## config.mk

```make
export PLATFORM = sky130hd
export DESIGN_NAME = rx_frame_filter
export DESIGN_NICKNAME = d
export VERILOG_FILES = /design/src/rtl/rff_pkg.sv /design/src/rtl/rff_sat_counter.sv /design/src/rtl/rff_drop_decide.sv /design/src/rtl/rff_frame_track.sv /design/src/rtl/rx_frame_filter.sv
export SDC_FILE = /design/constraint.sdc
export NUM_CORES = 1
export LEC_CHECK = 0
export BUFFER_PORTS_ARGS = -buffer_cell sky130_fd_sc_hd__buf_2
export CAP_MARGIN = 5
export CORE_MARGIN = 8
export CORE_UTILIZATION = 44
export CTS_CLUSTER_SIZE = 24
export DETAILED_ROUTE_END_ITERATION = 8
export PLACE_DENSITY = 0.63
export SYNTH_ARGS = -nofsm -noshare
export SYNTH_HDL_FRONTEND = slang
export SYNTH_SLANG_ARGS = --single-unit
```

## constraint.sdc

```tcl
create_clock -name clk -period 9.46 [get_ports clk]
set_clock_uncertainty 0.2 [all_clocks]
set_input_delay 0.946 -clock clk [delete_from_list [all_inputs] [get_ports clk]]
set_output_delay 0.946 -clock clk [all_outputs]
set_load 0.1 [all_outputs]
```

## src/rtl/rff_pkg.sv

```systemverilog
package rff_pkg;

    localparam int NUM_CNT = 8;

    // statistics counter slots
    localparam int CI_OK_FRM   = 0;
    localparam int CI_ALL_BYTE = 1;
    localparam int CI_DRP_FRM  = 2;
    localparam int CI_DRP_BYTE = 3;
    localparam int CI_CRC      = 4;
    localparam int CI_PAUSE    = 5;
    localparam int CI_BCAST    = 6;
    localparam int CI_MCAST    = 7;

    typedef struct packed {
        logic crc_err;
        logic trunc;
        logic addr_match;
        logic is_pause;
        logic is_bcast;
        logic is_mcast;
    } frame_flags_t;

    typedef struct packed {
        logic enable;
        logic crc_chk_off;
        logic strip_fcs;
        logic pass_pause;
        logic promisc_uni;
        logic promisc_grp;
    } rx_cfg_t;

    typedef struct packed {
        logic drop;
        logic crc_evt;
    } verdict_t;

    function automatic int max_int(input int a, input int b);
        return (a > b) ? a : b;
    endfunction

endpackage

```

## src/rtl/rff_sat_counter.sv

```systemverilog
module rff_sat_counter #(
    parameter int CNT_W = 32,
    parameter int AMT_W = 16
) (
    input  logic             clk,
    input  logic             rst,
    input  logic             inc_en,
    input  logic [AMT_W-1:0] inc_amt,
    output logic [CNT_W-1:0] cnt,
    output logic             hit
);
    import rff_pkg::*;

    localparam int SUM_W = max_int(CNT_W, AMT_W) + 1;
    localparam logic [SUM_W-1:0] TOP = SUM_W'({CNT_W{1'b1}});

    logic [SUM_W-1:0] sum;
    logic [CNT_W-1:0] nxt;

    always_comb begin
        sum = SUM_W'(cnt) + SUM_W'(inc_amt);
        nxt = (sum >= TOP) ? {CNT_W{1'b1}} : sum[CNT_W-1:0];
    end

    always_ff @(posedge clk) begin
        if (rst) begin
            cnt <= '0;
            hit <= 1'b0;
        end else begin
            hit <= 1'b0;
            if (inc_en) begin
                cnt <= nxt;
                hit <= (cnt != {CNT_W{1'b1}}) && (nxt == {CNT_W{1'b1}});
            end
        end
    end

    AST_SAT_STICKY: assert property (@(posedge clk) disable iff (rst)
        (cnt == {CNT_W{1'b1}}) |=> (cnt == {CNT_W{1'b1}}));
    AST_HIT_AT_TOP: assert property (@(posedge clk) disable iff (rst)
        hit |-> (cnt == {CNT_W{1'b1}}));
    AST_FROZEN_IDLE: assert property (@(posedge clk) disable iff (rst)
        !inc_en |=> $stable(cnt));

endmodule

```

## src/rtl/rff_drop_decide.sv

```systemverilog
module rff_drop_decide #(
    parameter int LEN_W       = 16,
    parameter int MAXLEN_W    = 14,
    parameter int HDR_BYTES   = 14,
    parameter int FCS_BYTES   = 4,
    parameter int MIN_PAYLOAD = 64
) (
    input  rff_pkg::frame_flags_t flags,
    input  rff_pkg::rx_cfg_t      cfg,
    input  logic [MAXLEN_W-1:0]   max_len,
    input  logic [LEN_W-1:0]      tot_len,
    output rff_pkg::verdict_t     verdict
);
    localparam int OVH       = HDR_BYTES + FCS_BYTES;
    localparam int MIN_TOTAL = OVH + MIN_PAYLOAD;

    logic crc_drop, addr_drop, pause_drop, len_ok, group;

    always_comb begin
        group      = flags.is_bcast | flags.is_mcast;
        crc_drop   = (flags.crc_err | flags.trunc) & ~cfg.crc_chk_off;
        addr_drop  = ~flags.addr_match & (group ? ~cfg.promisc_grp : ~cfg.promisc_uni);
        pause_drop = flags.is_pause & ~cfg.pass_pause;
        len_ok     = ((LEN_W+1)'(tot_len) >= (LEN_W+1)'(MIN_TOTAL)) &&
                     ((LEN_W+1)'(tot_len) <= (LEN_W+1)'(max_len) + (LEN_W+1)'(OVH));
        verdict.drop    = crc_drop | addr_drop | pause_drop | ~len_ok;
        verdict.crc_evt = flags.crc_err | flags.trunc;
    end

endmodule

```

## src/rtl/rff_frame_track.sv

```systemverilog
module rff_frame_track #(
    parameter int DATA_W    = 8,
    parameter int LEN_W     = 16,
    parameter int FCS_BYTES = 4
) (
    input  logic              clk,
    input  logic              rst,
    input  logic              in_valid,
    input  logic              in_sof,
    input  logic              in_eof,
    input  logic [DATA_W-1:0] in_data,
    input  logic              enable,
    input  logic              strip_cfg,
    input  logic              drop_now,
    output logic              last_beat,
    output logic [LEN_W-1:0]  frame_len,
    output logic              out_valid,
    output logic              out_sof,
    output logic              out_eof,
    output logic              out_drop,
    output logic [DATA_W-1:0] out_data
);
    localparam logic [LEN_W-1:0] FCS_L = LEN_W'(FCS_BYTES);

    logic                             active, strip_q, emitted;
    logic [LEN_W-1:0]                 byte_cnt;
    logic [FCS_BYTES-1:0][DATA_W-1:0] dly;
    logic                             start, beat, strip_now, tail_ok, emit;

    always_comb begin
        start     = in_valid & in_sof & ~active & enable;
        beat      = in_valid & (active | start);
        frame_len = start ? LEN_W'(1) :
                    ((byte_cnt == {LEN_W{1'b1}}) ? byte_cnt : byte_cnt + LEN_W'(1));
        strip_now = start ? strip_cfg : strip_q;
        tail_ok   = frame_len > FCS_L;
        emit      = beat & (~strip_now | tail_ok | in_eof);
        last_beat = beat & in_eof;
    end

    always_ff @(posedge clk) begin
        if (rst) begin
            active    <= 1'b0;
            strip_q   <= 1'b0;
            emitted   <= 1'b0;
            byte_cnt  <= '0;
            dly       <= '0;
            out_valid <= 1'b0;
            out_sof   <= 1'b0;
            out_eof   <= 1'b0;
            out_drop  <= 1'b0;
            out_data  <= '0;
        end else begin
            out_valid <= emit;
            out_sof   <= emit & (start | ~emitted);
            out_eof   <= last_beat;
            out_drop  <= last_beat & drop_now;
            out_data  <= ~strip_now ? in_data :
                         (tail_ok ? dly[FCS_BYTES-1] : '0);
            if (beat) begin
                byte_cnt <= frame_len;
                dly[0]   <= in_data;
                for (int i = 1; i < FCS_BYTES; i++) dly[i] <= dly[i-1];
            end
            if (start) begin
                strip_q <= strip_cfg;
                emitted <= emit;
                active  <= ~in_eof;
            end else if (beat) begin
                emitted <= emitted | emit;
                if (in_eof) active <= 1'b0;
            end
        end
    end

    AST_IDLE_NO_OUT: assert property (@(posedge clk) disable iff (rst)
        (in_valid && !active && !(in_sof && enable)) |=> !out_valid);
    AST_EOF_IS_BEAT: assert property (@(posedge clk) disable iff (rst)
        out_eof |-> out_valid);

endmodule

```

## src/rtl/rx_frame_filter.sv

```systemverilog
module rx_frame_filter #(
    parameter int DATA_W      = 8,
    parameter int CNT_W       = 32,
    parameter int LEN_W       = 16,
    parameter int MAXLEN_W    = 14,
    parameter int HDR_BYTES   = 14,
    parameter int FCS_BYTES   = 4,
    parameter int MIN_PAYLOAD = 64
) (
    input  logic                                   clk,
    input  logic                                   rst,
    input  logic                                   in_valid,
    input  logic                                   in_sof,
    input  logic                                   in_eof,
    input  logic [DATA_W-1:0]                      in_data,
    input  logic                                   in_crc_err,
    input  logic                                   in_trunc,
    input  logic                                   in_addr_match,
    input  logic                                   in_is_pause,
    input  logic                                   in_is_bcast,
    input  logic                                   in_is_mcast,
    input  logic                                   cfg_enable,
    input  logic                                   cfg_crc_chk_off,
    input  logic                                   cfg_strip_fcs,
    input  logic                                   cfg_pass_pause,
    input  logic                                   cfg_promisc_uni,
    input  logic                                   cfg_promisc_grp,
    input  logic [MAXLEN_W-1:0]                    cfg_max_len,
    output logic                                   out_valid,
    output logic                                   out_sof,
    output logic                                   out_eof,
    output logic                                   out_drop,
    output logic [DATA_W-1:0]                      out_data,
    output logic                                   ev_frame_ok,
    output logic [rff_pkg::NUM_CNT-1:0]            ev_sat,
    output logic [rff_pkg::NUM_CNT-1:0][CNT_W-1:0] stat_cnt
);
    import rff_pkg::*;

    frame_flags_t                    flags;
    rx_cfg_t                         cfg;
    verdict_t                        verdict;
    logic                            last_beat, upd;
    logic [LEN_W-1:0]                frame_len;
    logic [NUM_CNT-1:0]              cnt_inc;
    logic [NUM_CNT-1:0][LEN_W-1:0]   cnt_amt;

    always_comb begin
        flags = '{crc_err: in_crc_err, trunc: in_trunc, addr_match: in_addr_match,
                  is_pause: in_is_pause, is_bcast: in_is_bcast, is_mcast: in_is_mcast};
        cfg   = '{enable: cfg_enable, crc_chk_off: cfg_crc_chk_off,
                  strip_fcs: cfg_strip_fcs, pass_pause: cfg_pass_pause,
                  promisc_uni: cfg_promisc_uni, promisc_grp: cfg_promisc_grp};
    end

    rff_frame_track #(.DATA_W(DATA_W), .LEN_W(LEN_W), .FCS_BYTES(FCS_BYTES)) u_track (
        .clk(clk), .rst(rst),
        .in_valid(in_valid), .in_sof(in_sof), .in_eof(in_eof), .in_data(in_data),
        .enable(cfg.enable), .strip_cfg(cfg.strip_fcs), .drop_now(verdict.drop),
        .last_beat(last_beat), .frame_len(frame_len),
        .out_valid(out_valid), .out_sof(out_sof), .out_eof(out_eof),
        .out_drop(out_drop), .out_data(out_data)
    );

    rff_drop_decide #(.LEN_W(LEN_W), .MAXLEN_W(MAXLEN_W), .HDR_BYTES(HDR_BYTES),
                      .FCS_BYTES(FCS_BYTES), .MIN_PAYLOAD(MIN_PAYLOAD)) u_decide (
        .flags(flags), .cfg(cfg), .max_len(cfg_max_len),
        .tot_len(frame_len), .verdict(verdict)
    );

    always_comb begin
        upd                  = last_beat & cfg.enable;
        cnt_amt              = '{default: LEN_W'(1)};
        cnt_amt[CI_ALL_BYTE] = frame_len;
        cnt_amt[CI_DRP_BYTE] = frame_len;
        cnt_inc[CI_OK_FRM]   = upd & ~verdict.drop;
        cnt_inc[CI_ALL_BYTE] = upd;
        cnt_inc[CI_DRP_FRM]  = upd & verdict.drop;
        cnt_inc[CI_DRP_BYTE] = upd & verdict.drop;
        cnt_inc[CI_CRC]      = upd & verdict.crc_evt;
        cnt_inc[CI_PAUSE]    = upd & flags.is_pause;
        cnt_inc[CI_BCAST]    = upd & flags.is_bcast;
        cnt_inc[CI_MCAST]    = upd & flags.is_mcast;
    end

    for (genvar g = 0; g < NUM_CNT; g++) begin : g_cnt
        rff_sat_counter #(.CNT_W(CNT_W), .AMT_W(LEN_W)) u_cnt (
            .clk(clk), .rst(rst), .inc_en(cnt_inc[g]), .inc_amt(cnt_amt[g]),
            .cnt(stat_cnt[g]), .hit(ev_sat[g])
        );
    end

    always_ff @(posedge clk) begin
        if (rst) ev_frame_ok <= 1'b0;
        else     ev_frame_ok <= upd & ~verdict.drop;
    end

    AST_DROP_ON_EOF: assert property (@(posedge clk) disable iff (rst)
        out_drop |-> (out_eof && out_valid));
    AST_OK_NOT_DROPPED: assert property (@(posedge clk) disable iff (rst)
        ev_frame_ok |-> (out_eof && !out_drop));
    AST_OFF_NO_EVENT: assert property (@(posedge clk) disable iff (rst)
        !cfg_enable |=> !ev_frame_ok);

endmodule

```

; ---- After elaboration in Yosys (flattened, before gate mapping)
; Cells that the tools add are included.
[totals]
reg_bits = 328
[classes]
n_eq_ne = 17
n_reduce_logical = 19
add_sub_neg = 10
n_mux = 19
bitwise_logic = 46
n_lt_le_gt_ge = 11
[ops]
columns = operator, count
row1 = 33-bit by 32-bit greater-or-equal comparator with 1-bit output (second input constant), 8
row2 = 32-bit == test (second input constant), 8
row3 = 32-bit two-way mux, 8
row4 = 32-bit inequality test (second input constant), 8
row5 = 32-bit by 1-bit adder with 33-bit output (second input constant), 6
row6 = 32-bit by 16-bit adder with 33-bit output, 2
row7 = 16-bit two-way mux, 2
row8 = 1-bit AND, 18
row9 = 1-bit inverter, 18
row10 = 16-bit by 17-bit less-or-equal comparator with 1-bit output, 1
row11 = 16-bit by 1-bit adder with 16-bit output (second input constant), 1
row12 = 16-bit == test (second input constant), 1
row13 = 16-bit by 7-bit greater-or-equal comparator with 1-bit output (second input constant), 1
row14 = 16-bit by 3-bit > comparator with 1-bit output (second input constant), 1
row15 = 8-bit two-way mux, 2
row16 = 14-bit by 5-bit adder with 15-bit output (second input constant), 1
row17 = 2-bit OR reduction, 7
row18 = 1-bit OR, 10
row19 = 1-bit logical AND, 9
row20 = 1-bit two-way mux, 7
row21 = 2-bit nonzero test, 2
row22 = 2-bit AND reduction, 1

; ---- Depth between registers and ports, before layout
[logic_depth]
ltp_word = 12
mapped_depth = 22

; ---- Modules after synthesis
; Synthesis repeated with hierarchy kept, for this count alone.
[hier_totals]
hier_cells = 3148
hier_area_um2 = 24130.6
[modules_own_cells]
columns = module, cells_each, area_per_inst_um2, instances, seq_area_each_um2
row1 = rff_sat_counter (g_cnt[0].u_cnt ...), 331, 2534.9, 6, 660.6
row2 = rff_frame_track, 363, 2840.2, 1, 1261.2
row3 = rff_sat_counter (g_cnt[5].u_cnt), 362, 2706.3, 1, 660.6
row4 = rff_sat_counter (g_cnt[2].u_cnt), 347, 2651.3, 1, 660.6
row5 = rff_drop_decide, 79, 628.1, 1, 0.0
row6 = rx_frame_filter, 11, 95.1, 1, 20.0

; ---- Worst setup path before layout
; OpenSTA, ideal clock, no wires.
[synth_timing]
kind = input -> register
startpoint = input in_valid
endpoint = register g_cnt[1].u_cnt.cnt[11]
setup_time_ns = 0.071
required_time_ns = 9.189
slack_ns = 3.796
cell_stages = 20
arrival_time_ns = 5.393
path_cell_list = buf_2 -> and4b_1 -> buf_2 -> buf_2 -> buf_1 -> nor2_1 -> ha_1 -> clkbuf_1 -> a21oi_1 -> o221ai_1 -> a221oi_1 -> a21bo_2 -> a31oi_2 -> o21ai_0 -> a21oi_1 -> nand4_1 -> nor4_4 -> nor2_2 -> buf_2 -> a21oi_1
[synth_via]
elab_chain_len = 7
elab_cells_between_ends = 11
cone_classes = add/sub (1) / order compare (1) / mux (2) / bitwise (7)
[synth_rtl]
columns = element, line_no
row1 = start: declaration, rx_frame_filter.sv:12  ; input logic in_valid,
row2 = 1-bit AND (*) (3 in series), rff_frame_track.sv:31  ; start = in_valid & in_sof & ~active & enable;
row3 = 16-bit two-way mux (*), rff_frame_track.sv:33  ; frame_len = start ? LEN_W'(1) :
row4 = named net frame_len[8], rx_frame_filter.sv:44  ; logic [LEN_W-1:0] frame_len;
row5 = 32-bit by 16-bit adder with 33-bit output (*), rff_sat_counter.sv:21  ; sum = SUM_W'(cnt) + SUM_W'(inc_amt);
row6 = 33-bit by 32-bit greater-or-equal comparator with 1-bit output, rff_sat_counter.sv:22  ; nxt = (sum >= TOP) ? {CNT_W{1'b1}} : sum[CNT_W-1:0];
row7 = 32-bit two-way mux (*), rff_sat_counter.sv:22
row8 = end signal: assignment, rff_sat_counter.sv:32  ; cnt <= nxt;
row9 = end: declaration, rff_sat_counter.sv:9  ; output logic [CNT_W-1:0] cnt,
; Mark *: on every way through the listed nets, which the timed path passes. The rest lies on a longest branch.
; A chain may end at the register's enable or synchronous reset.

; ---- Worst setup path after layout
[layout_timing]
startpoint = register u_track.byte_cnt[0]
endpoint = register g_cnt[1].u_cnt.cnt[21]
[layout_via]
elab_chain_len = 6
elab_cells_between_ends = 7
cone_classes = add/sub (2) / order compare (1) / eq/ne (1) / mux (3)
[layout_rtl]
columns = element, line_no
row1 = start: declaration, rff_frame_track.sv:26  ; logic [LEN_W-1:0] byte_cnt;
row2 = start signal: assignment, rff_frame_track.sv:61  ; byte_cnt <= frame_len;
row3 = 16-bit by 1-bit adder with 16-bit output or 16-bit == test (tied branches), rff_frame_track.sv:34  ; ((byte_cnt == {LEN_W{1'b1}}) ? byte_cnt : byte_cnt + LEN_W'(1));
row4 = 16-bit two-way mux (*), rff_frame_track.sv:34
row5 = 16-bit two-way mux (*), rff_frame_track.sv:33
row6 = named net frame_len[10], rx_frame_filter.sv:44
row7 = 32-bit by 16-bit adder with 33-bit output (*), rff_sat_counter.sv:21
row8 = 33-bit by 32-bit greater-or-equal comparator with 1-bit output, rff_sat_counter.sv:22
row9 = 32-bit two-way mux (*), rff_sat_counter.sv:22
; Marked as above.

==> results.ini <==
[synth]
synthFlopType=dfxtp_1
synth_edf_count=0
syn_nets=2997
synth.area.top_cells=dfxtp_1 30%, a21oi_1 6.6%, nand2_1 5.5%, nor2_1 5.0%, nand3_1 3.6%
ys_types=106
synthArstFlopShare=0
yosysSeqAreaShare=0.305
synth_top_area_frac=0.305
postSynthCellCount=2900
syn_avg_cell_area_sq_um=7.42
ys.warnings.count=0
ys_ff_latch=328
synth_area_sq_um=21500
yosysTopAreaCell=dfxtp_1

[clock_network]
clock_latency_ns=0.57
cts_resized=0
post_cts_buffers=0
root_buffer=clkbuf_16
cts_tree=done
cts_buffer_depth=3
clkTransAtPathRegs_ns=0.06
cts_sinks=328
cts_buffers=40
htree_levels=2
ctsHoldBuffers=0

[sta]
relSlewSlack=0.160
fin_crit_ns=6.81
setup_violations=0
clock.fmax_mhz=147
timing.final.crit_share=0.720
slew_violations=0
setup_ws_ns=2.65
hold_viol=0
fin_hold_ws_ns=0.236
worst_pin_slew_ns=1.25
rsz0062_at_grt=false
tns_ns=0

[drt]
via_per_inst=6.26
first_pass_iters=6
vias=23400
first_iter_violations=2197
drc=0
drtAntennaViolNets=0
totalWireLength_mm=78.1
routedWlPerCell_microns=20.9

[place]
dp.cells=3657
gp_congestion=0.940
dp_hpwl_mm=56.6
place.port_buffers=315
dpl_worst_slack_ns=2.57
place_area_sq_um=23200

[power_and_ir_drop]
ir_worst_vdd_uv=133
leakagePower_nw=9.08
power_mw=3.10
powerDensity_nw_per_um2=127

[finish]
layout-drive-gt1-share=0.153
final_util=0.504
layoutNonFillerInstCount=3730
area_delta_synth_final_pct=13.8
diodes=0
postLayoutCellArea_sq_um=24500
nets=3174

[floorplan]
die_w_microns=237
start_util=0.443
io_pins=316
die_h_microns=237
core-area_sq_um=48600
die_area_sq_um=56300
placementRows=81

[global_route]
grtUsageTotal=0.261
grt_first_pass_wirelength_mm=122
grt.overflow.total=0
antenna_found_initial=0
grt_max_degree=87
grt_pass1_vias=21500

[setup_path]
crit_arrival_ns=7.08
worstPathMaxFanout=17
endpoint_kind=register
critical_path_class=register to register
crit_required_ns=9.73
crit_path_start_kind=register

[run_status]
status=finished, final reports clean

[worst_hold_path]
worst_hold_path_type=register to register

[run]
drv_cap=0

-- routing by layer --
layer,wire [microns],vias up,global-route usage
li1,-,11200,-
met1,33100,11200,0.337
met2,35300,870,0.417
met3,6130,178,0.0577
met4,3580,0,0.113
met5,0,-,0
-- cell families (layout without fill, tap and decap cells) --
kind of cell / after synthesis / after routing / synth area share
multiplexers: 8 / 8 / 0.00384
AO/OA/AOI/OAI: 827 / 827 / 0.253
flip-flops: 328 / 328 / 0.305
XOR/XNOR: 119 / 119 / 0.0484
AND/OR/NAND/NOR: 1274 / 1274 / 0.299
adder cells (fa/ha/maj): 61 / 61 / 0.0360
buffers and inverters: 283 / 491 / 0.0547
-- worst paths after layout --
check / slack, ns / cells after the start / from / to
hold reg to reg: 0.24 / 1 / u_track.emitted / u_track.out_sof
setup / recovery: 2.65 / 17 / u_track.byte_cnt[0] / g_cnt[1].u_cnt.cnt[21]
setup reg to reg: 2.65 / 17 / u_track.byte_cnt[0] / g_cnt[1].u_cnt.cnt[21]
hold / removal: 0.24 / 1 / u_track.emitted / u_track.out_sof
-- area by class of cell --
class,instances,area [sq um]
Clock buffer,61,1180
Clock inverter,12,97.6
Fill cell,4819,24100
Inverter,78,293
Multi-Input combinational cell,2289,13800
Sequential cell,328,6570
Tap cell,622,778
Timing Repair Buffer,340,1770
-- power breakdown --
part | total, mW | switching, mW | internal, mW
Combinational | 0.189 | 0.149 | 0.0400
Sequential | 1.40 | 0.0126 | 1.39
Clock | 1.51 | 0.646 | 0.865
Total | 3.10 | 0.808 | 2.30
-- placed cells by master (no fill, tap or decap), drive strengths merged, types with 14 or more instances in the layout --
cell type | netlist | layout
a21oi | 285 | 285
a31oi | 52 | 52
nand2 | 317 | 317
and2 | 33 | 33
or3 | 18 | 18
ha | 56 | 56
clkbuf | 149 | 61
nor2b | 20 | 20
o21ai | 158 | 158
nand4 | 90 | 90
nor3 | 107 | 107
nor4 | 62 | 62
nand2b | 23 | 23
buf | 56 | 340
a311oi | 64 | 64
nor2 | 289 | 289
inv | 77 | 80
xnor2 | 80 | 80
a211oi | 51 | 51
a21o | 19 | 19
and4 | 28 | 28
nand3 | 154 | 154
o211ai | 14 | 14
nor3b | 25 | 25
dfxtp | 328 | 328
or4 | 14 | 14
xor2 | 39 | 39
and3 | 62 | 62
-- state kept, by name, summed over array words and instances, names as in the netlist, 8 cells and up --
name / count
g_cnt.u_cnt.cnt: 256
u_track.dly: 32
u_track.byte_cnt: 16
u_track.out_data: 8
g_cnt.u_cnt.hit: 8
-- critical path: stages (launching register included) --
cell	delay, ns
dfxtp_1	0.43
ha_1	0.26
and3_1	0.45
o211ai_1	0.28
or3_1	0.36
a21oi_1	0.48
ha_1	0.41
a21oi_1	0.23
o221ai_1	0.36
a221oi_1	0.78
a21bo_2	0.31
a31oi_2	0.39
o21ai_0	0.16
a21oi_1	0.15
nand4_1	0.16
nor4_4	0.63
nor2_2	0.31
a221oi_1	0.35
-- cell usage after synthesis (20+ instances only) --
library cell  number
a211oi_1          49
a21oi_1          284
a311oi_1          64
a31oi_1           50
and2_1            30
and3_1            61
and4_1            28
buf_2             36
clkbuf_1         147
dfxtp_1          328
ha_1              56
inv_1             76
nand2_1          317
nand2b_1          23
nand3_1          154
nand4_1           86
nor2_1           288
nor2b_1           20
nor3_1           104
nor3b_1           25
nor4_1            56
o21ai_0          144
xnor2_1           80
xor2_1            39
Power figures use the tool's default switching activity.
